`src/rtl/pata_tf_pkg.sv`:
```
package pata_tf_pkg;
  localparam int unsigned TF_ADDR_W = 3;
  localparam int unsigned TF_BYTE_W = 8;

  // command-block addresses
  localparam logic [TF_ADDR_W-1:0] CA_DATA   = 3'd0;
  localparam logic [TF_ADDR_W-1:0] CA_PRECMP = 3'd1;
  localparam logic [TF_ADDR_W-1:0] CA_SCNT   = 3'd2;
  localparam logic [TF_ADDR_W-1:0] CA_SNUM   = 3'd3;
  localparam logic [TF_ADDR_W-1:0] CA_CYLLO  = 3'd4;
  localparam logic [TF_ADDR_W-1:0] CA_CYLHI  = 3'd5;
  localparam logic [TF_ADDR_W-1:0] CA_DRVHD  = 3'd6;
  localparam logic [TF_ADDR_W-1:0] CA_STCMD  = 3'd7;
  // control-block addresses
  localparam logic [TF_ADDR_W-1:0] KA_ALTDEV = 3'd6;
  localparam logic [TF_ADDR_W-1:0] KA_DRVADR = 3'd7;

  // bit positions
  localparam int unsigned ST_BUSY = 7;
  localparam int unsigned ST_DRQ  = 3;
  localparam int unsigned DC_SRST = 2;
  localparam int unsigned DC_NIEN = 1;
  localparam int unsigned DH_DRV  = 4;

  // reset values
  localparam logic [TF_BYTE_W-1:0] RV_ERR  = 8'h01;
  localparam logic [TF_BYTE_W-1:0] RV_SCNT = 8'h01;
  localparam logic [TF_BYTE_W-1:0] RV_SNUM = 8'h01;
  localparam logic [TF_BYTE_W-1:0] RV_CYL  = 8'h00;

  typedef struct packed {
    logic                 cmd_sel;
    logic                 ctl_sel;
    logic [TF_ADDR_W-1:0] addr;
  } tf_sel_t;
endpackage

```
`src/rtl/pata_sync.sv`:
```
module pata_sync #(
  parameter int unsigned     WIDTH   = 1,
  parameter int unsigned     STAGES  = 2,
  parameter logic [WIDTH-1:0] RST_VAL = '0
) (
  input  logic             clk,
  input  logic             rst_n,
  input  logic [WIDTH-1:0] d,
  output logic [WIDTH-1:0] q
);
  logic [STAGES-1:0][WIDTH-1:0] chain_q;

  always_ff @(posedge clk or negedge rst_n) begin
    if (!rst_n) begin
      for (int i = 0; i < STAGES; i++) chain_q[i] <= RST_VAL;
    end else begin
      chain_q[0] <= d;
      for (int i = 1; i < STAGES; i++) chain_q[i] <= chain_q[i-1];
    end
  end

  assign q = chain_q[STAGES-1];
endmodule

```
`src/rtl/pata_tf_decode.sv`:
```
module pata_tf_decode
  import pata_tf_pkg::*;
(
  input  logic                 clk,
  input  logic                 rst_n,
  input  logic                 cs_cmd_n,
  input  logic                 cs_ctl_n,
  input  logic [TF_ADDR_W-1:0] addr,
  input  logic                 rd_n,
  input  logic                 wr_n,
  output tf_sel_t              sel,
  output logic                 rd_active,
  output logic                 rd_start,
  output logic                 rd_end,
  output logic                 wr_end
);
  logic rd_n_q, wr_n_q;

  always_ff @(posedge clk or negedge rst_n) begin
    if (!rst_n) begin
      rd_n_q <= 1'b1;
      wr_n_q <= 1'b1;
    end else begin
      rd_n_q <= rd_n;
      wr_n_q <= wr_n;
    end
  end

  always_comb begin
    sel.cmd_sel = !cs_cmd_n &&  cs_ctl_n;
    sel.ctl_sel =  cs_cmd_n && !cs_ctl_n;
    sel.addr    = addr;
    rd_active   = !rd_n;
    rd_start    = !rd_n &&  rd_n_q;
    rd_end      =  rd_n && !rd_n_q;
    wr_end      =  wr_n && !wr_n_q;
  end
endmodule

```
`src/rtl/pata_tf_regs.sv`:
```
module pata_tf_regs
  import pata_tf_pkg::*;
#(
  parameter int unsigned DATA_W = 16
) (
  input  logic                 clk,
  input  logic                 rst_n,
  input  tf_sel_t              sel,
  input  logic                 rd_start,
  input  logic                 rd_end,
  input  logic                 wr_end,
  input  logic [DATA_W-1:0]    wdata,
  input  logic                 dev_busy,
  input  logic                 dev_drq,
  input  logic                 dev_irq_set,
  input  logic                 dev_err_load,
  input  logic [TF_BYTE_W-1:0] dev_err_code,
  output logic                 busy_eff,
  output logic [TF_BYTE_W-1:0] err_o,
  output logic [TF_BYTE_W-1:0] scnt_o,
  output logic [TF_BYTE_W-1:0] snum_o,
  output logic [TF_BYTE_W-1:0] cyllo_o,
  output logic [TF_BYTE_W-1:0] cylhi_o,
  output logic                 drv_o,
  output logic [3:0]           head_o,
  output logic                 srst_o,
  output logic                 nien_o,
  output logic                 irq_o,
  output logic                 cmdv_o,
  output logic [TF_BYTE_W-1:0] opc_o,
  output logic                 brd_o,
  output logic                 bwr_o,
  output logic [DATA_W-1:0]    bwdata_o
);
  logic [TF_BYTE_W-1:0] err_q, err_d, scnt_q, scnt_d, snum_q, snum_d;
  logic [TF_BYTE_W-1:0] cyllo_q, cyllo_d, cylhi_q, cylhi_d, opc_q, opc_d;
  logic                 drv_q, drv_d, srst_q, srst_d, nien_q, nien_d, irq_q, irq_d;
  logic                 cmdv_q, cmdv_d, brd_q, brd_d, bwr_q, bwr_d;
  logic [3:0]           head_q, head_d;
  logic [DATA_W-1:0]    bw_q, bw_d;
  logic                 cmd_wr, port_ok, stat_rd, irq_clr;

  assign busy_eff = dev_busy || srst_q;
  assign port_ok  = dev_drq && !busy_eff;

  always_comb begin
    err_d = err_q;  scnt_d = scnt_q;  snum_d = snum_q;
    cyllo_d = cyllo_q;  cylhi_d = cylhi_q;  drv_d = drv_q;  head_d = head_q;
    srst_d = srst_q;  nien_d = nien_q;  irq_d = irq_q;  opc_d = opc_q;
    cmdv_d = 1'b0;  brd_d = 1'b0;  bwr_d = 1'b0;  bw_d = bw_q;

    cmd_wr  = wr_end && sel.cmd_sel && !busy_eff;
    stat_rd = rd_start && sel.cmd_sel && (sel.addr == CA_STCMD);
    irq_clr = stat_rd || (cmd_wr && (sel.addr == CA_STCMD));

    if (cmd_wr) begin
      case (sel.addr)
        CA_DATA: if (dev_drq) begin
          bwr_d = 1'b1;
          bw_d  = wdata;
        end
        CA_SCNT:  scnt_d  = wdata[TF_BYTE_W-1:0];
        CA_SNUM:  snum_d  = wdata[TF_BYTE_W-1:0];
        CA_CYLLO: cyllo_d = wdata[TF_BYTE_W-1:0];
        CA_CYLHI: cylhi_d = wdata[TF_BYTE_W-1:0];
        CA_DRVHD: begin
          drv_d  = wdata[DH_DRV];
          head_d = wdata[3:0];
        end
        CA_STCMD: begin
          cmdv_d = 1'b1;
          opc_d  = wdata[TF_BYTE_W-1:0];
        end
        default: ;
      endcase
    end

    if (rd_end && sel.cmd_sel && (sel.addr == CA_DATA) && port_ok) brd_d = 1'b1;

    if (dev_err_load) err_d = dev_err_code;

    if (wr_end && sel.ctl_sel && (sel.addr == KA_ALTDEV)) begin
      srst_d = wdata[DC_SRST];
      nien_d = wdata[DC_NIEN];
    end

    if (dev_irq_set)  irq_d = 1'b1;
    else if (irq_clr) irq_d = 1'b0;

    if (srst_q) begin
      err_d = RV_ERR;  scnt_d = RV_SCNT;  snum_d = RV_SNUM;
      cyllo_d = RV_CYL;  cylhi_d = RV_CYL;  drv_d = 1'b0;  head_d = 4'h0;
      irq_d = 1'b0;
    end
  end

  always_ff @(posedge clk or negedge rst_n) begin
    if (!rst_n) begin
      err_q <= RV_ERR;  scnt_q <= RV_SCNT;  snum_q <= RV_SNUM;
      cyllo_q <= RV_CYL;  cylhi_q <= RV_CYL;  drv_q <= 1'b0;  head_q <= 4'h0;
      srst_q <= 1'b0;  nien_q <= 1'b0;  irq_q <= 1'b0;
      cmdv_q <= 1'b0;  opc_q <= '0;  brd_q <= 1'b0;  bwr_q <= 1'b0;  bw_q <= '0;
    end else begin
      err_q <= err_d;  scnt_q <= scnt_d;  snum_q <= snum_d;
      cyllo_q <= cyllo_d;  cylhi_q <= cylhi_d;  drv_q <= drv_d;  head_q <= head_d;
      srst_q <= srst_d;  nien_q <= nien_d;  irq_q <= irq_d;
      cmdv_q <= cmdv_d;  opc_q <= opc_d;  brd_q <= brd_d;  bwr_q <= bwr_d;  bw_q <= bw_d;
    end
  end

  assign err_o = err_q;    assign scnt_o = scnt_q;    assign snum_o = snum_q;
  assign cyllo_o = cyllo_q; assign cylhi_o = cylhi_q; assign drv_o = drv_q;
  assign head_o = head_q;  assign srst_o = srst_q;    assign nien_o = nien_q;
  assign irq_o = irq_q;    assign cmdv_o = cmdv_q;    assign opc_o = opc_q;
  assign brd_o = brd_q;    assign bwr_o = bwr_q;      assign bwdata_o = bw_q;
endmodule

```
`src/rtl/pata_tf_rdmux.sv`:
```
module pata_tf_rdmux
  import pata_tf_pkg::*;
#(
  parameter int unsigned DATA_W = 16
) (
  input  tf_sel_t              sel,
  input  logic                 rd_active,
  input  logic                 busy_eff,
  input  logic                 dev_drq,
  input  logic [TF_BYTE_W-1:0] status,
  input  logic [TF_BYTE_W-1:0] err,
  input  logic [TF_BYTE_W-1:0] scnt,
  input  logic [TF_BYTE_W-1:0] snum,
  input  logic [TF_BYTE_W-1:0] cyllo,
  input  logic [TF_BYTE_W-1:0] cylhi,
  input  logic                 drv,
  input  logic [3:0]           head,
  input  logic                 wgate,
  input  logic [DATA_W-1:0]    buf_rdata,
  output logic [DATA_W-1:0]    rdata,
  output logic [DATA_W-1:0]    oe
);
  localparam int unsigned PAD_W = DATA_W - TF_BYTE_W;
  localparam logic [DATA_W-1:0] OE_BYTE = {{PAD_W{1'b0}}, {TF_BYTE_W{1'b1}}};
  localparam logic [DATA_W-1:0] OE_DADR = {{(PAD_W+1){1'b0}}, {(TF_BYTE_W-1){1'b1}}};
  localparam logic [DATA_W-1:0] OE_WORD = {DATA_W{1'b1}};

  logic [TF_BYTE_W-1:0] byte_v;
  logic [TF_BYTE_W-1:0] dh_byte, dadr_byte;

  always_comb begin
    dh_byte   = {3'b101, drv, head};
    dadr_byte = {1'b0, ~wgate, ~head, ~drv, drv};
    byte_v = '0;
    rdata  = '0;
    oe     = '0;
    if (rd_active && sel.cmd_sel) begin
      if (busy_eff) begin
        byte_v = status;
        oe     = OE_BYTE;
      end else if (sel.addr == CA_DATA) begin
        oe = OE_WORD;
        if (dev_drq) rdata = buf_rdata;
      end else begin
        oe = OE_BYTE;
        case (sel.addr)
          CA_PRECMP: byte_v = err;
          CA_SCNT:   byte_v = scnt;
          CA_SNUM:   byte_v = snum;
          CA_CYLLO:  byte_v = cyllo;
          CA_CYLHI:  byte_v = cylhi;
          CA_DRVHD:  byte_v = dh_byte;
          default:   byte_v = status;
        endcase
      end
    end else if (rd_active && sel.ctl_sel) begin
      if (sel.addr == KA_ALTDEV) begin
        byte_v = status;
        oe     = OE_BYTE;
      end else if (sel.addr == KA_DRVADR) begin
        byte_v = dadr_byte;
        oe     = OE_DADR;
      end
    end
    if (oe != OE_WORD) rdata = {{PAD_W{1'b0}}, byte_v};
  end
endmodule

```
`src/rtl/pata_taskfile.sv`:
```
module pata_taskfile
  import pata_tf_pkg::*;
#(
  parameter int unsigned DATA_W      = 16,
  parameter int unsigned SYNC_STAGES = 2
) (
  input  logic                 clk,
  input  logic                 rst_n,
  input  logic                 host_cs_cmd_n,
  input  logic                 host_cs_ctl_n,
  input  logic [2:0]           host_addr,
  input  logic                 host_rd_n,
  input  logic                 host_wr_n,
  input  logic [15:0]          host_wdata,
  output logic [15:0]          host_rdata,
  output logic [15:0]          host_rd_oe,
  output logic                 host_iocs16_n,
  output logic                 host_irq,
  output logic                 host_irq_oe,
  input  logic                 drive_id,
  input  logic [7:0]           dev_status,
  input  logic                 dev_wgate,
  input  logic                 dev_irq_set,
  input  logic                 dev_err_load,
  input  logic [7:0]           dev_err_code,
  output logic [7:0]           tf_sect_cnt,
  output logic [7:0]           tf_sect_num,
  output logic [15:0]          tf_cyl,
  output logic                 tf_drv,
  output logic [3:0]           tf_head,
  output logic                 srst_out,
  output logic                 cmd_valid,
  output logic [7:0]           cmd_opcode,
  input  logic [15:0]          buf_rdata,
  output logic                 buf_rd_pulse,
  output logic [15:0]          buf_wdata,
  output logic                 buf_wr_pulse
);
  localparam int unsigned BUNDLE_W = 2 + TF_ADDR_W + 2 + DATA_W;

  logic [BUNDLE_W-1:0] bundle_in, bundle_s;
  logic                s_cs_cmd_n, s_cs_ctl_n, s_rd_n, s_wr_n;
  logic [TF_ADDR_W-1:0] s_addr;
  logic [DATA_W-1:0]   s_wdata;
  tf_sel_t             sel;
  logic                rd_active, rd_start, rd_end, wr_end;
  logic                busy_eff, nien, drv;
  logic [TF_BYTE_W-1:0] err, scnt, snum, cyllo, cylhi, status;
  logic [3:0]          head;
  logic [DATA_W-1:0]   rdata_d, oe_d, rdata_q, oe_q;
  logic                iocs_d, iocs_q;

  assign bundle_in = {host_cs_cmd_n, host_cs_ctl_n, host_addr, host_rd_n, host_wr_n, host_wdata};

  pata_sync #(.WIDTH(BUNDLE_W), .STAGES(SYNC_STAGES), .RST_VAL({BUNDLE_W{1'b1}})) u_sync (
    .clk(clk), .rst_n(rst_n), .d(bundle_in), .q(bundle_s)
  );

  assign {s_cs_cmd_n, s_cs_ctl_n, s_addr, s_rd_n, s_wr_n, s_wdata} = bundle_s;

  pata_tf_decode u_dec (
    .clk(clk), .rst_n(rst_n), .cs_cmd_n(s_cs_cmd_n), .cs_ctl_n(s_cs_ctl_n),
    .addr(s_addr), .rd_n(s_rd_n), .wr_n(s_wr_n), .sel(sel),
    .rd_active(rd_active), .rd_start(rd_start), .rd_end(rd_end), .wr_end(wr_end)
  );

  pata_tf_regs #(.DATA_W(DATA_W)) u_regs (
    .clk(clk), .rst_n(rst_n), .sel(sel), .rd_start(rd_start), .rd_end(rd_end),
    .wr_end(wr_end), .wdata(s_wdata), .dev_busy(dev_status[ST_BUSY]),
    .dev_drq(dev_status[ST_DRQ]), .dev_irq_set(dev_irq_set),
    .dev_err_load(dev_err_load), .dev_err_code(dev_err_code),
    .busy_eff(busy_eff), .err_o(err), .scnt_o(scnt), .snum_o(snum),
    .cyllo_o(cyllo), .cylhi_o(cylhi), .drv_o(drv), .head_o(head),
    .srst_o(srst_out), .nien_o(nien), .irq_o(host_irq), .cmdv_o(cmd_valid),
    .opc_o(cmd_opcode), .brd_o(buf_rd_pulse), .bwr_o(buf_wr_pulse), .bwdata_o(buf_wdata)
  );

  assign status = {busy_eff, dev_status[ST_BUSY-1:0]};

  pata_tf_rdmux #(.DATA_W(DATA_W)) u_rdmux (
    .sel(sel), .rd_active(rd_active), .busy_eff(busy_eff), .dev_drq(dev_status[ST_DRQ]),
    .status(status), .err(err), .scnt(scnt), .snum(snum), .cyllo(cyllo),
    .cylhi(cylhi), .drv(drv), .head(head), .wgate(dev_wgate),
    .buf_rdata(buf_rdata), .rdata(rdata_d), .oe(oe_d)
  );

  assign iocs_d = !(sel.cmd_sel && (sel.addr == CA_DATA) && dev_status[ST_DRQ] && !busy_eff);

  always_ff @(posedge clk or negedge rst_n) begin
    if (!rst_n) begin
      rdata_q <= '0;
      oe_q    <= '0;
      iocs_q  <= 1'b1;
    end else begin
      rdata_q <= rdata_d;
      oe_q    <= oe_d;
      iocs_q  <= iocs_d;
    end
  end

  assign host_rdata    = rdata_q;
  assign host_rd_oe    = oe_q;
  assign host_iocs16_n = iocs_q;
  assign host_irq_oe   = !nien && (drv == drive_id);
  assign tf_sect_cnt   = scnt;
  assign tf_sect_num   = snum;
  assign tf_cyl        = {cylhi, cyllo};
  assign tf_drv        = drv;
  assign tf_head       = head;
endmodule

```
`config.mk`:
```
export PLATFORM = sky130hd
export DESIGN_NAME = pata_taskfile
export DESIGN_NICKNAME = d
export VERILOG_FILES = /design/src/rtl/pata_tf_pkg.sv /design/src/rtl/pata_sync.sv /design/src/rtl/pata_tf_decode.sv /design/src/rtl/pata_tf_regs.sv /design/src/rtl/pata_tf_rdmux.sv /design/src/rtl/pata_taskfile.sv
export SDC_FILE = /design/constraint.sdc
export NUM_CORES = 1
export LEC_CHECK = 0
export ABC_CLOCK_PERIOD_IN_PS = 5000
export BUFFER_PORTS_ARGS = -buffer_cell sky130_fd_sc_hd__buf_2
export CAP_MARGIN = 25
export CORE_MARGIN = 4
export CORE_UTILIZATION = 48
export DETAILED_ROUTE_END_ITERATION = 6
export PLACE_DENSITY = 0.84
export SLEW_MARGIN = 0
export SYNTH_ARGS = -nofsm -noshare
export SYNTH_HDL_FRONTEND = slang
export SYNTH_HIERARCHICAL = 1
export SYNTH_SLANG_ARGS = --single-unit
```
`constraint.sdc`:
```
create_clock -name clk -period 5 [get_ports clk]
set_input_delay 0.5 -clock clk [delete_from_list [all_inputs] [get_ports clk]]
set_output_delay 0.5 -clock clk [all_outputs]
set_load 0.05 [all_outputs]
```
==> impl_metrics.csv, run 1 <==
group,metric,value,unit
sta,slew_violations,0,
sta,rsz0062_at_grt,"false",
finish,fill_cells,1071,
worst_setup_path,cp_top_family,"simple AND/OR/NAND/NOR gates",
clock_tree,clock_path_buffers,2,
floorplan,start_util,49.33,%
synth,avgSynthCellArea,12.08,µm²
grt,grt_pass1_vias,4785,
placement,finalWeightedCongestion,0.8976,
grt,grt_first_pass_wirelength,25360,µm
power,irDropWorstVdd,0.3218,mV
finish,n_antenna_cell,0,
sta,hold_viol,0,
sta,finalSetupTns,0,ns
detailed_routing,vias_per_cell,5.559,
hold_path,hold_class,"in2reg",
worst_setup_path,start_kind,"flop",
grt,grt_usage,20.54,%
detailed_routing,via_count,4703,
clock_tree,clock_latency,0.42,ns
placement,portBuffers,160,
power,p_leak,3.818,nW
placement,hpwl,11160,µm
floorplan,die_h,125.1,µm
run_status,status,"completed",
synth,ys_types,60,
worst_setup_path,cp_slowest_cell,"nand4bb_1",
synth,yosysWarnings,6,
synth,syn_nets,606,
worst_setup_path,arrival,3.06,ns
grt,grt-ovfl-total,0,
synth,ys_seq_area_share,60.28,%
detailed_routing,wirelength,16000,µm
sta,worst_slew_pin_slew,1.046,ns
worst_setup_path,path_buf_inv,1,
synth,synth_flop_cell,"dfrtp_1",
power,power_density,377.1,nW/µm²
worst_setup_path,slowest_delay,0.73,ns
sta,period_needed,2.752,ns
floorplan,die_w,125.1,µm
finish,multi_input_area,2095,µm²
synth,async_flop_share,100.0,%
floorplan,rows,42,
finish,area_delta_synth_final,17.75,%
detailed_routing,dr.first_iter.drc_count,518,
sta,setup_viol,0,
worst_setup_path,worstPathCellList,"and2b_2 > nand4bb_1 > buf_4 > nor2_4 > mux2_2",
synth,synth-edff-count,0,
clock_tree,h-tree-depth,4,
sta,slew_headroom,30.30,%
finish,fin_nets,718,
detailed_routing,drc_errors,0,
worst_setup_path,crit_path_end_kind,"flop",
grt,antenna_found_initial,0,
worst_setup_path,required,5.31,ns
synth,ys_seq_elements,156,
synth,syn_inst,545,
grt,grt_max_degree,120,
detailed_routing,first_pass_iters,5,
clock_tree,cts_tree,"built",
job,cap_violations,0,
worst_setup_path,path_class,"reg2reg",
detailed_routing,ant_nets,0,
detailed_routing,wl_per_cell,18.91,µm
placement,placed_area,7158,µm²
power,p_total,2.923,mW
sta,fmax,363.3,MHz
clock_tree,cts_root_buffer,"clkbuf_16",
finish,drive_gt1_share,42.99,%
sta,clock_skew,0.008105,ns
clock_tree,clkTransAtPathRegs,0.06,ns
synth,syn_area,6584,µm²
floorplan,core-area,13350,µm²
worst_setup_path,crit_fanout,24,
floorplan,die_area,15650,µm²
finish,final_area,7752,µm²
clock_tree,cts-buffers-inserted,17,
finish,regArea,3969,µm²
sta,fin_crit_sh,55.05,%
floorplan,pin_count,161,
clock_tree,cts_sinks,156,
stage by stage:
step / setup slack, ns / util (%) / hold slack [ns] / std cells
2_1_floorplan: 3.023 / - / 0.2044 / 545
3_3_place_gp: 2.450 / 53.63 / 0.3453 / 812
3_5_place_dp: 2.307 / 53.63 / 0.3468 / 812
4_1_cts: 2.283 / 57.80 / 0.1448 / 844
5_1_grt: 2.084 / 58.08 / 0.1473 / 846
6_report: 2.248 / 58.08 / 0.1682 / 846
registers in the layout, indices dropped and copies added (netlist names), 16 cells and up:
name	count
u_sync/chain_q	23
host_rdata	16
u_regs/bwdata_o	16
u_sync/q	23
host_rd_oe	16
cell families after synthesis:
logic type | after synthesis | share of synthesized area [%]
xor gates and xnor gates | 1 | 0.1331
and+or+nand+nor | 134 | 12.88
DFF | 156 | 60.28
AOI/OAI and AO/OA | 132 | 12.01
muxes | 38 | 6.785
buffers and inverters | 84 | 7.906
final cells by class:
type | instances | area share, %
clock buffer | 18 | 5.810
clock inverter | 14 | 1.372
inverter | 12 | 0.5810
multi-input combinational | 305 | 27.02
sequential | 156 | 51.19
tap | 176 | 2.841
timing repair buffer | 165 | 11.18
cells in the mapped netlist, drive strengths merged, types with 8 or more instances:
cell type	instances	area share, %
o21ai	53	4.0
nor2	27	1.9
buf	60	6.5
clkbuf	12	0.68
and2	8	0.76
mux2	26	5.0
dfstp	52	21
nand3b	10	1.1
o31ai	8	0.91
dfrtp	104	40
nor2b	10	0.95
mux2i	12	1.8
inv	12	0.68
a21oi	42	3.3
nand3	41	3.1
path summary, 6_finish.rpt:
kind	from	to	slack, ns	cells past startpoint
worst max register to register	u_sync/q[21]	u_regs/opc_o[5]	2.25	5
worst min-delay path	host_wdata[15]	u_sync/chain_q[15]	0.17	1
worst min register to register	u_sync/chain_q[17]	u_sync/q[17]	0.35	0
worst max-delay path	u_sync/q[21]	u_regs/opc_o[5]	2.25	5
min in group asynchronous	rst_n	host_rdata[0]	0.52	2
max in group asynchronous	rst_n	u_sync/chain_q[17]	3.23	4
placed cells by master (no fill, tap or decap), types with 6 or more instances in the layout:
| cell | Yosys | layout |
|---|---|---|
| a222oi_1 | 6 | 6 |
| nand3_1 | 41 | 41 |
| nand3b_1 | 10 | 10 |
| and2_1 | 8 | 8 |
| dfrtp_1 | 104 | 104 |
| and3b_1 | 6 | 6 |
| a21oi_1 | 40 | 40 |
| nor2b_1 | 10 | 10 |
| mux2i_1 | 12 | 12 |
| o31ai_1 | 8 | 8 |
| dfstp_2 | 52 | 52 |
| clkbuf_16 | 0 | 18 |
| mux2_4 | 9 | 9 |
| nor2_1 | 25 | 25 |
| mux2_2 | 17 | 17 |
| o21ai_0 | 51 | 51 |
| inv_1 | 12 | 12 |
| buf_2 | 11 | 159 |
timing repair:
item	4_1_cts	5_1_grt
hold buffers	0	1
endpoints found under the setup margin	0	0
setup buffers	0	0
endpoints found under the hold margin	0	33
gates resized for setup	0	0
report_power, final:
| group | switching (mW) | total [mW] | internal [mW] |
|---|---|---|---|
| clock network | 0.523 | 1.19 | 0.672 |
| registers | 0.0614 | 1.40 | 1.34 |
| logic | 0.230 | 0.327 | 0.0961 |
routing by layer:
metal | global-route usage [%] | part of all wire [%] | vias to the layer above
met5 | 0 | 0 | -
met4 | 9.821 | 2.6 | 0
met3 | 6.652 | 9.7 | 35
met2 | 31.98 | 47 | 265
met1 | 26.16 | 41 | 2281
li1 | - | - | 2122
Note: power is estimated with default switching activity, not from simulation.
==> run 2: changes to the inputs <==
--- a/config.mk
+++ b/config.mk
@@ -5,7 +5,8 @@
 export SDC_FILE = /design/constraint.sdc
 export NUM_CORES = 1
 export LEC_CHECK = 0
-export ABC_CLOCK_PERIOD_IN_PS = 5000
+export ABC_AREA = 1
+export ABC_CLOCK_PERIOD_IN_PS = 2700
 export BUFFER_PORTS_ARGS = -buffer_cell sky130_fd_sc_hd__buf_2
 export CAP_MARGIN = 25
 export CORE_MARGIN = 4
==> constraint.sdc (replaced) <==
create_clock -name clk -period 2.7 [get_ports clk]
set_input_delay 0.27 -clock clk [delete_from_list [all_inputs] [get_ports clk]]
set_output_delay 0.27 -clock clk [all_outputs]
set_load 0.05 [all_outputs]
==> run 2 against run 1 <==
- critical path depth up 2
- non-clock buffer count up 22
- worst setup slack worse by 1.9 ns
- wire length up 5.1%
- via count up 14%
- final cell count up 23%
- count of clock-buffer cells in the layout up 1
- global-route usage up 1.1 points
- power up 150%
- critical endpoint is now u_regs/cyllo_o[0]
- largest cell class unchanged
==> impl_metrics.csv, run 2 <==
group,metric,value,unit
detailed_routing,dr.first_iter.drc_count,450,
power,power_frac_comb,26.6,%
clock_tree,cts_root_buffer,"clkbuf_16",
synth,yosys-mux-area-fraction,0,%
finish,final_area,8080,µm²
sta,timing.hold.ws,0.05648,ns
sta,fin_crit_sh,87.46,%
clock_tree,clock_latency,0.42,ns
detailed_routing,via_count,5338,
worst_setup_path,required,3.01,ns
sta,worst_slew_pin_slew,0.6872,ns
synth,synth-edff-count,0,
power,clkPwrFrac,31.5,%
floorplan,pin_count,161,
worst_setup_path,r2r-start,"u_sync/q[21]",
grt,grt_max_degree,78,
detailed_routing,ant_nets,0,
finish,layout_commonest_cell,"nand2_1",
placement,portBuffers,160,
power,switchingPower,2.812,mW
detailed_routing,wl_per_cell,16.21,µm
synth,yosysWarnings,6,
finish,drive_gt1_share,32.60,%
synth,ys_seq_elements,156,
floorplan,start_util,49.46,%
power,irDropWorstVdd,0.4991,mV
finish,fin_nets,910,
grt,grt_first_pass_wirelength,26870,µm
finish,fin_util,60.30,%
synth,ys_types,32,
synth,syn_inst,700,
floorplan,core-area,13400,µm²
synth,synth_top_family_by_area,"simple AND/OR/NAND/NOR gates",
detailed_routing,first_pass_iters,5,
power,swShare,38.84,%
synth,syn_area,6628,µm²
grt,grt_pass1_vias,5208,
power,p_seq_share,41.9,%
sta,rsz0062_at_grt,"false",
clock_tree,h-tree-depth,4,
clock_tree,clock_path_buffers,2,
floorplan,die_h,125.5,µm
finish,multi_input_area,2014,µm²
finish,regArea,3969,µm²
worst_setup_path,arrival,2.67,ns
floorplan,die_w,125.5,µm
power,intPower,4.428,mW
clock_tree,cts_tree,"built",
detailed_routing,drc_errors,0,
hold_path,holdPathStages,3,
worst_setup_path,crit_fanout,13,
worst_setup_path,path_class,"reg2reg",
synth,synth.area.top_cells,"dfrtp_1 39%, dfstp_2 21%, nand2_1 14%, buf_4 4.6%, nor2_1 3.1%",
synth,syn_nets,761,
sta,setup_viol,0,
synth,yosysTopAreaCell,"dfrtp_1",
finish,area_delta_synth_final,21.92,%
run_status,status,"completed",
worst_setup_path,crit_path_end_kind,"flop",
worst_setup_path,ff2ff_path_depth,7,
synth,synth_top_area_share,39.27,%
hold_path,hold_class,"in2reg",
synth,yosys.area_share.xor_xnor,0,%
sta,period_needed,2.361,ns
finish,n_antenna_cell,0,
sta,worst_slack,0.3385,ns
finish,fill_cells,1117,
sta,fmax,423.5,MHz
placement,pre_cts_ws,0.4102,ns
finish,final_cell_mix,"245 x nand2_1, 159 x buf_2, 104 x dfrtp_1",
clock_tree,cts_sinks,156,
synth,ys_seq_area_share,59.88,%
synth,synth_flop_cell,"dfrtp_1",
worst_setup_path,reg2reg_setup_slack,0.34,ns
sta,clock_skew,0.007293,ns
synth,yosys.area_share.adder,0,%
detailed_routing,vias_per_cell,5.143,
detailed_routing,wirelength,16820,µm
synth,synth_compound_area_share,5.059,%
synth,yosysMostFrequentCell,"nand2_1",
sta,slew_violations,0,
job,cap_violations,0,
synth,avgSynthCellArea,9.468,µm²
synth,synthSimpleGateAreaFrac,25.34,%
grt,antenna_found_initial,0,
floorplan,die_area,15750,µm²
sta,hold_viol,0,
grt,grt_usage,21.62,%
power,power_density,896.0,nW/µm²
worst_setup_path,start_kind,"flop",
clock_tree,clkTransAtPathRegs,0.06,ns
sta,finalSetupTns,0,ns
worst_setup_path,crit_end,"u_regs/cyllo_o[0]",
floorplan,rows,42,
clock_tree,cts-buffers-inserted,17,
placement,finalWeightedCongestion,0.9501,
synth,async_flop_share,100.0,%
sta,slew_headroom,53.70,%
placement,hpwl,11740,µm
placement,placed_area,7267,µm²
synth,synth_common_cells,"245 x nand2_1, 104 x dfrtp_1, 54 x nor2_1, 52 x dfstp_2, 44 x inv_1",
worst_setup_path,r2r-end,"u_regs/cyllo_o[0]",
worst_setup_path,crit_start,"u_sync/q[21]",
grt,grt-ovfl-total,0,
power,p_leak,4.501,nW
## run 2: power by group through the flow
stage	logic [mW]	clock network, mW	registers, mW
detailed placement	1.89	0	3.06
CTS	1.92	2.33	3.02
global placement	1.85	0	3.06
floorplan	0.519	0	3.84
global route	2.04	2.44	3.06
finish	1.92	2.28	3.03
## run 2: critical path, cell delays in order, from the launching register on
cell and delay (ns):
dfstp_2 0.53, inv_1 0.04, nor2_1 0.36, nand2_1 0.26, o21ai_2 0.49, o21ai_1 0.36, nand2_1 0.15, nand2_1 0.06
## run 2: worst min path at each step
| stage | start | to | slack [ns] |
|---|---|---|---|
| finish | buf_rdata[8] | host_rdata[8] | 0.06 |
| global route | buf_rdata[9] | host_rdata[9] | 0.04 |
| CTS | buf_rdata[8] | host_rdata[8] | 0.04 |
| detailed placement | rst_n | u_regs/cmdv_o | 0.34 |
| global placement | rst_n | u_regs/cmdv_o | 0.33 |
| floorplan | rst_n | host_rd_oe[0] | -0.03 |
## run 2: cell families after synthesis
kind of cell,Yosys count
AOI/OAI and AO/OA,58
buffers and inverters,112
DFF,156
and+or+nand+nor,374
## run 2: timing repair
| item | in CTS | in global routing |
|---|---|---|
| hold buffers | 24 | 0 |
| hold endpoints to repair | 67 | 0 |
| gates resized for setup | 0 | 0 |
| buffers inserted | 0 | 0 |
## run 2: cell type report
cell class,instances,share of cell area [%]
Sequential cell,156,49.12
Multi-Input combinational cell,432,24.93
Timing Repair Buffer,187,13.39
Clock buffer,19,5.482
Inverter,55,2.741
Tap cell,176,2.725
Clock inverter,13,1.610
## run 2: metrics by stage
stage | cells | power, mW
after floorplan | 700 | 4.358
after global placement | 982 | 4.912
after detailed placement | 982 | 4.947
after CTS | 1038 | 7.278
after global routing | 1038 | 7.541
final | 1038 | 7.240
## run 2: routing by layer
layer / part of all wire [%] / track usage, %
met4: 1.6 / 6.059
met3: 9.9 / 7.036
met2: 49 / 36.19
met5: 0 / 0
met1: 39 / 27.06
==> run 3: changes to the inputs <==
--- a/config.mk
+++ b/config.mk
@@ -12,9 +12,8 @@
 export CORE_MARGIN = 4
 export CORE_UTILIZATION = 48
 export DETAILED_ROUTE_END_ITERATION = 6
-export PLACE_DENSITY = 0.84
+export PLACE_DENSITY = 0.85
 export SLEW_MARGIN = 0
 export SYNTH_ARGS = -nofsm -noshare
 export SYNTH_HDL_FRONTEND = slang
-export SYNTH_HIERARCHICAL = 1
 export SYNTH_SLANG_ARGS = --single-unit
==> run 3 against run 2 <==
- design area decreased by 7.0%
- clock skew increased by 0.0018 ns
- sequential share of layout area decreased by 0.62 points
- largest power group unchanged
- global-route usage increased by 0.44 points
- wire length decreased by 11%
- final cell count decreased by 10%
==> impl_metrics.csv, run 3 <==
group,metric,value,unit
run_status,status,"completed",
worst_setup_path,crit_end,"u_regs.bwdata_o[3]",
sta,finalSetupTns,0,ns
synth,synth_common_cells,"167 x nand2_1, 91 x dfrtp_1, 52 x dfstp_2, 52 x nor2_1, 46 x inv_1",
worst_setup_path,r2r-end,"u_regs.bwdata_o[3]",
worst_setup_path,path_class,"reg2reg",
detailed_routing,vias_per_cell,5.103,
finish,regArea,3643,µm²
finish,drive_gt1_share,36.05,%
clock_tree,cts_tree,"built",
finish,fill_cells,1016,
synth,avgSynthCellArea,9.852,µm²
finish,fin_nets,833,
power,p_leak,4.043,nW
clock_tree,clock_latency,0.43,ns
sta,period_needed,1.968,ns
synth,syn_nets,657,
power,irDropWorstVdd,0.5821,mV
synth,yosysMostFrequentCell,"nand2_1",
floorplan,rows,40,
floorplan,core-area,12010,µm²
floorplan,start_util,48.89,%
sta,clock_skew,0.009061,ns
grt,grt_first_pass_wirelength,24250,µm
sta,fmax,508.1,MHz
power,power_frac_comb,27.2,%
finish,final_cell_mix,"167 x nand2_1, 159 x buf_2, 91 x dfrtp_1",
finish,multi_input_area,1784,µm²
clock_tree,cts-buffers-inserted,17,
sta,slew_violations,0,
floorplan,pin_count,161,
synth,yosysTopAreaCell,"dfrtp_1",
finish,n_antenna_cell,0,
clock_tree,ctsResizeCount,0,
power,p_seq_share,39.3,%
floorplan,die_h,118.6,µm
worst_setup_path,crit_start,"u_sync.q[18]",
detailed_routing,dr.first_iter.drc_count,319,
power,intPower,4.413,mW
grt,grt-ovfl-total,0,
synth,ys_seq_area_share,62.05,%
placement,portBuffers,160,
grt,grt_max_degree,61,
placement,hpwl,10840,µm
floorplan,die_w,118.6,µm
grt,grt_usage,22.06,%
hold_path,hold_start,"buf_rdata[15]",
worst_setup_path,arrival,2.32,ns
power,power_density,959.7,nW/µm²
hold_path,hold_class,"in2reg",
synth,synth-edff-count,0,
placement,finalWeightedCongestion,0.9267,
grt,grt_pass1_vias,4669,
clock_tree,clkTransAtPathRegs,0.07,ns
worst_setup_path,r2r-start,"u_sync.q[18]",
detailed_routing,via_count,4756,
grt,antenna_found_initial,0,
detailed_routing,wirelength,14980,µm
power,swShare,38.79,%
sta,worst_slew_pin_slew,0.6032,ns
detailed_routing,drc_errors,0,
worst_setup_path,ff2ff_path_depth,8,
synth,ys_types,31,
sta,hold_viol,0,
synth,synth_top_area_share,38.78,%
power,switchingPower,2.797,mW
synth,syn_area,5872,µm²
floorplan,die_area,14070,µm²
synth,synth.area.top_cells,"dfrtp_1 39%, dfstp_2 23%, nand2_1 11%, nor2_1 3.3%, inv_1 2.9%",
synth,async_flop_share,100.0,%
sta,rsz0062_at_grt,"false",
sta,setup_viol,0,
worst_setup_path,crit_fanout,24,
clock_tree,cts_root_buffer,"clkbuf_16",
synth,syn_inst,596,
sta,fin_crit_sh,72.90,%
clock_tree,clock_path_buffers,2,
sta,slew_headroom,59.79,%
detailed_routing,first_pass_iters,6,
power,p_total,7.211,mW
detailed_routing,wl_per_cell,16.07,µm
worst_setup_path,reg2reg_setup_slack,0.73,ns
worst_setup_path,crit_path_end_kind,"flop",
finish,area_delta_synth_final,27.96,%
synth,ys_seq_elements,143,
clock_tree,cts_sinks,143,
clock_tree,h-tree-depth,4,
detailed_routing,ant_nets,0,
finish,layout_commonest_cell,"nand2_1",
job,cap_violations,0,
synth,synth_flop_cell,"dfrtp_1",
synth,yosysWarnings,0,
worst_setup_path,required,3.05,ns
worst_setup_path,start_kind,"flop",
power,clkPwrFrac,33.5,%
run 3: timing repair:
action	in CTS	in global routing
setup endpoints to repair	0	0
setup buffers	0	0
endpoints found under the hold margin	70	0
hold buffers	24	0
run 3: logic make-up after synthesis:
logic type                count (synthesis)  synth area share (%)
AOI/OAI and AO/OA                        82                 8.097
xor gates and xnor gates                  1                0.1492
buffers and inverters                    85                 7.565
DFF                                     143                 62.05
and+or+nand+nor                         285                 22.14
run 3: cell type report:
type	count	area share (%)
Timing Repair Buffer	188	14.50
Multi-Input combinational cell	368	23.75
Sequential cell	143	48.49
Tap cell	147	2.448
Clock buffer	18	5.712
Clock inverter	14	2.398
Inverter	54	2.698
run 3: how the worst min path moves through the flow:
stage	end	slack, ns	depth (start not counted)
2_1_floorplan	host_rd_oe[14]	-0.03	0
3_3_place_gp	u_regs.err_o[6]	0.27	1
3_5_place_dp	u_regs.err_o[6]	0.28	1
4_1_cts	host_rdata[15]	0.03	3
5_1_grt	host_rdata[15]	0.04	3
6_report	host_rdata[15]	0.05	3
run 3: power groups by stage:
stage               registers (mW)  clock network [mW]  logic, mW
finish                        2.84                2.41       1.96
CTS                           2.83                2.46       1.97
global route                  2.86                2.55       2.09
floorplan                     3.68                   0      0.499
detailed placement            2.86                   0       1.93
global placement              2.85                   0       1.90
run 3: stage by stage:
stage                     setup WS (ns)  instances  utilization (%)  hold slack [ns]  cell area, µm²
after global placement           0.8150        876            55.48           0.2746            6664
after global routing             0.5829        932            62.55          0.04284            7513
final                            0.7318        932            62.55          0.05135            7513
after CTS                        0.7243        932            62.55          0.03327            7513
after floorplan                  0.9344        596                -         -0.02559            5872
after detailed placement         0.7592        876            55.48           0.2814            6664
run 3: per-layer routing:
| metal | vias to the layer above | wire (µm) | global-route usage, % |
|---|---|---|---|
| met5 | - | 0 | 0 |
| met4 | 0 | 406 | 8.110 |
| met3 | 29 | 1108 | 6.794 |
| met2 | 208 | 7223 | 35.52 |
| met1 | 2261 | 6242 | 28.17 |
| li1 | 2258 | - | - |
run 3: critical path, stage by stage (launching register included):
cell and delay (ns):
dfstp_2 0.85, nor2_8 0.12, nand2_4 0.14, nor2_4 0.05, nand2_4 0.09, nor2_8 0.06
inv_2 0.34, nand2_1 0.13, o21ai_2 0.09
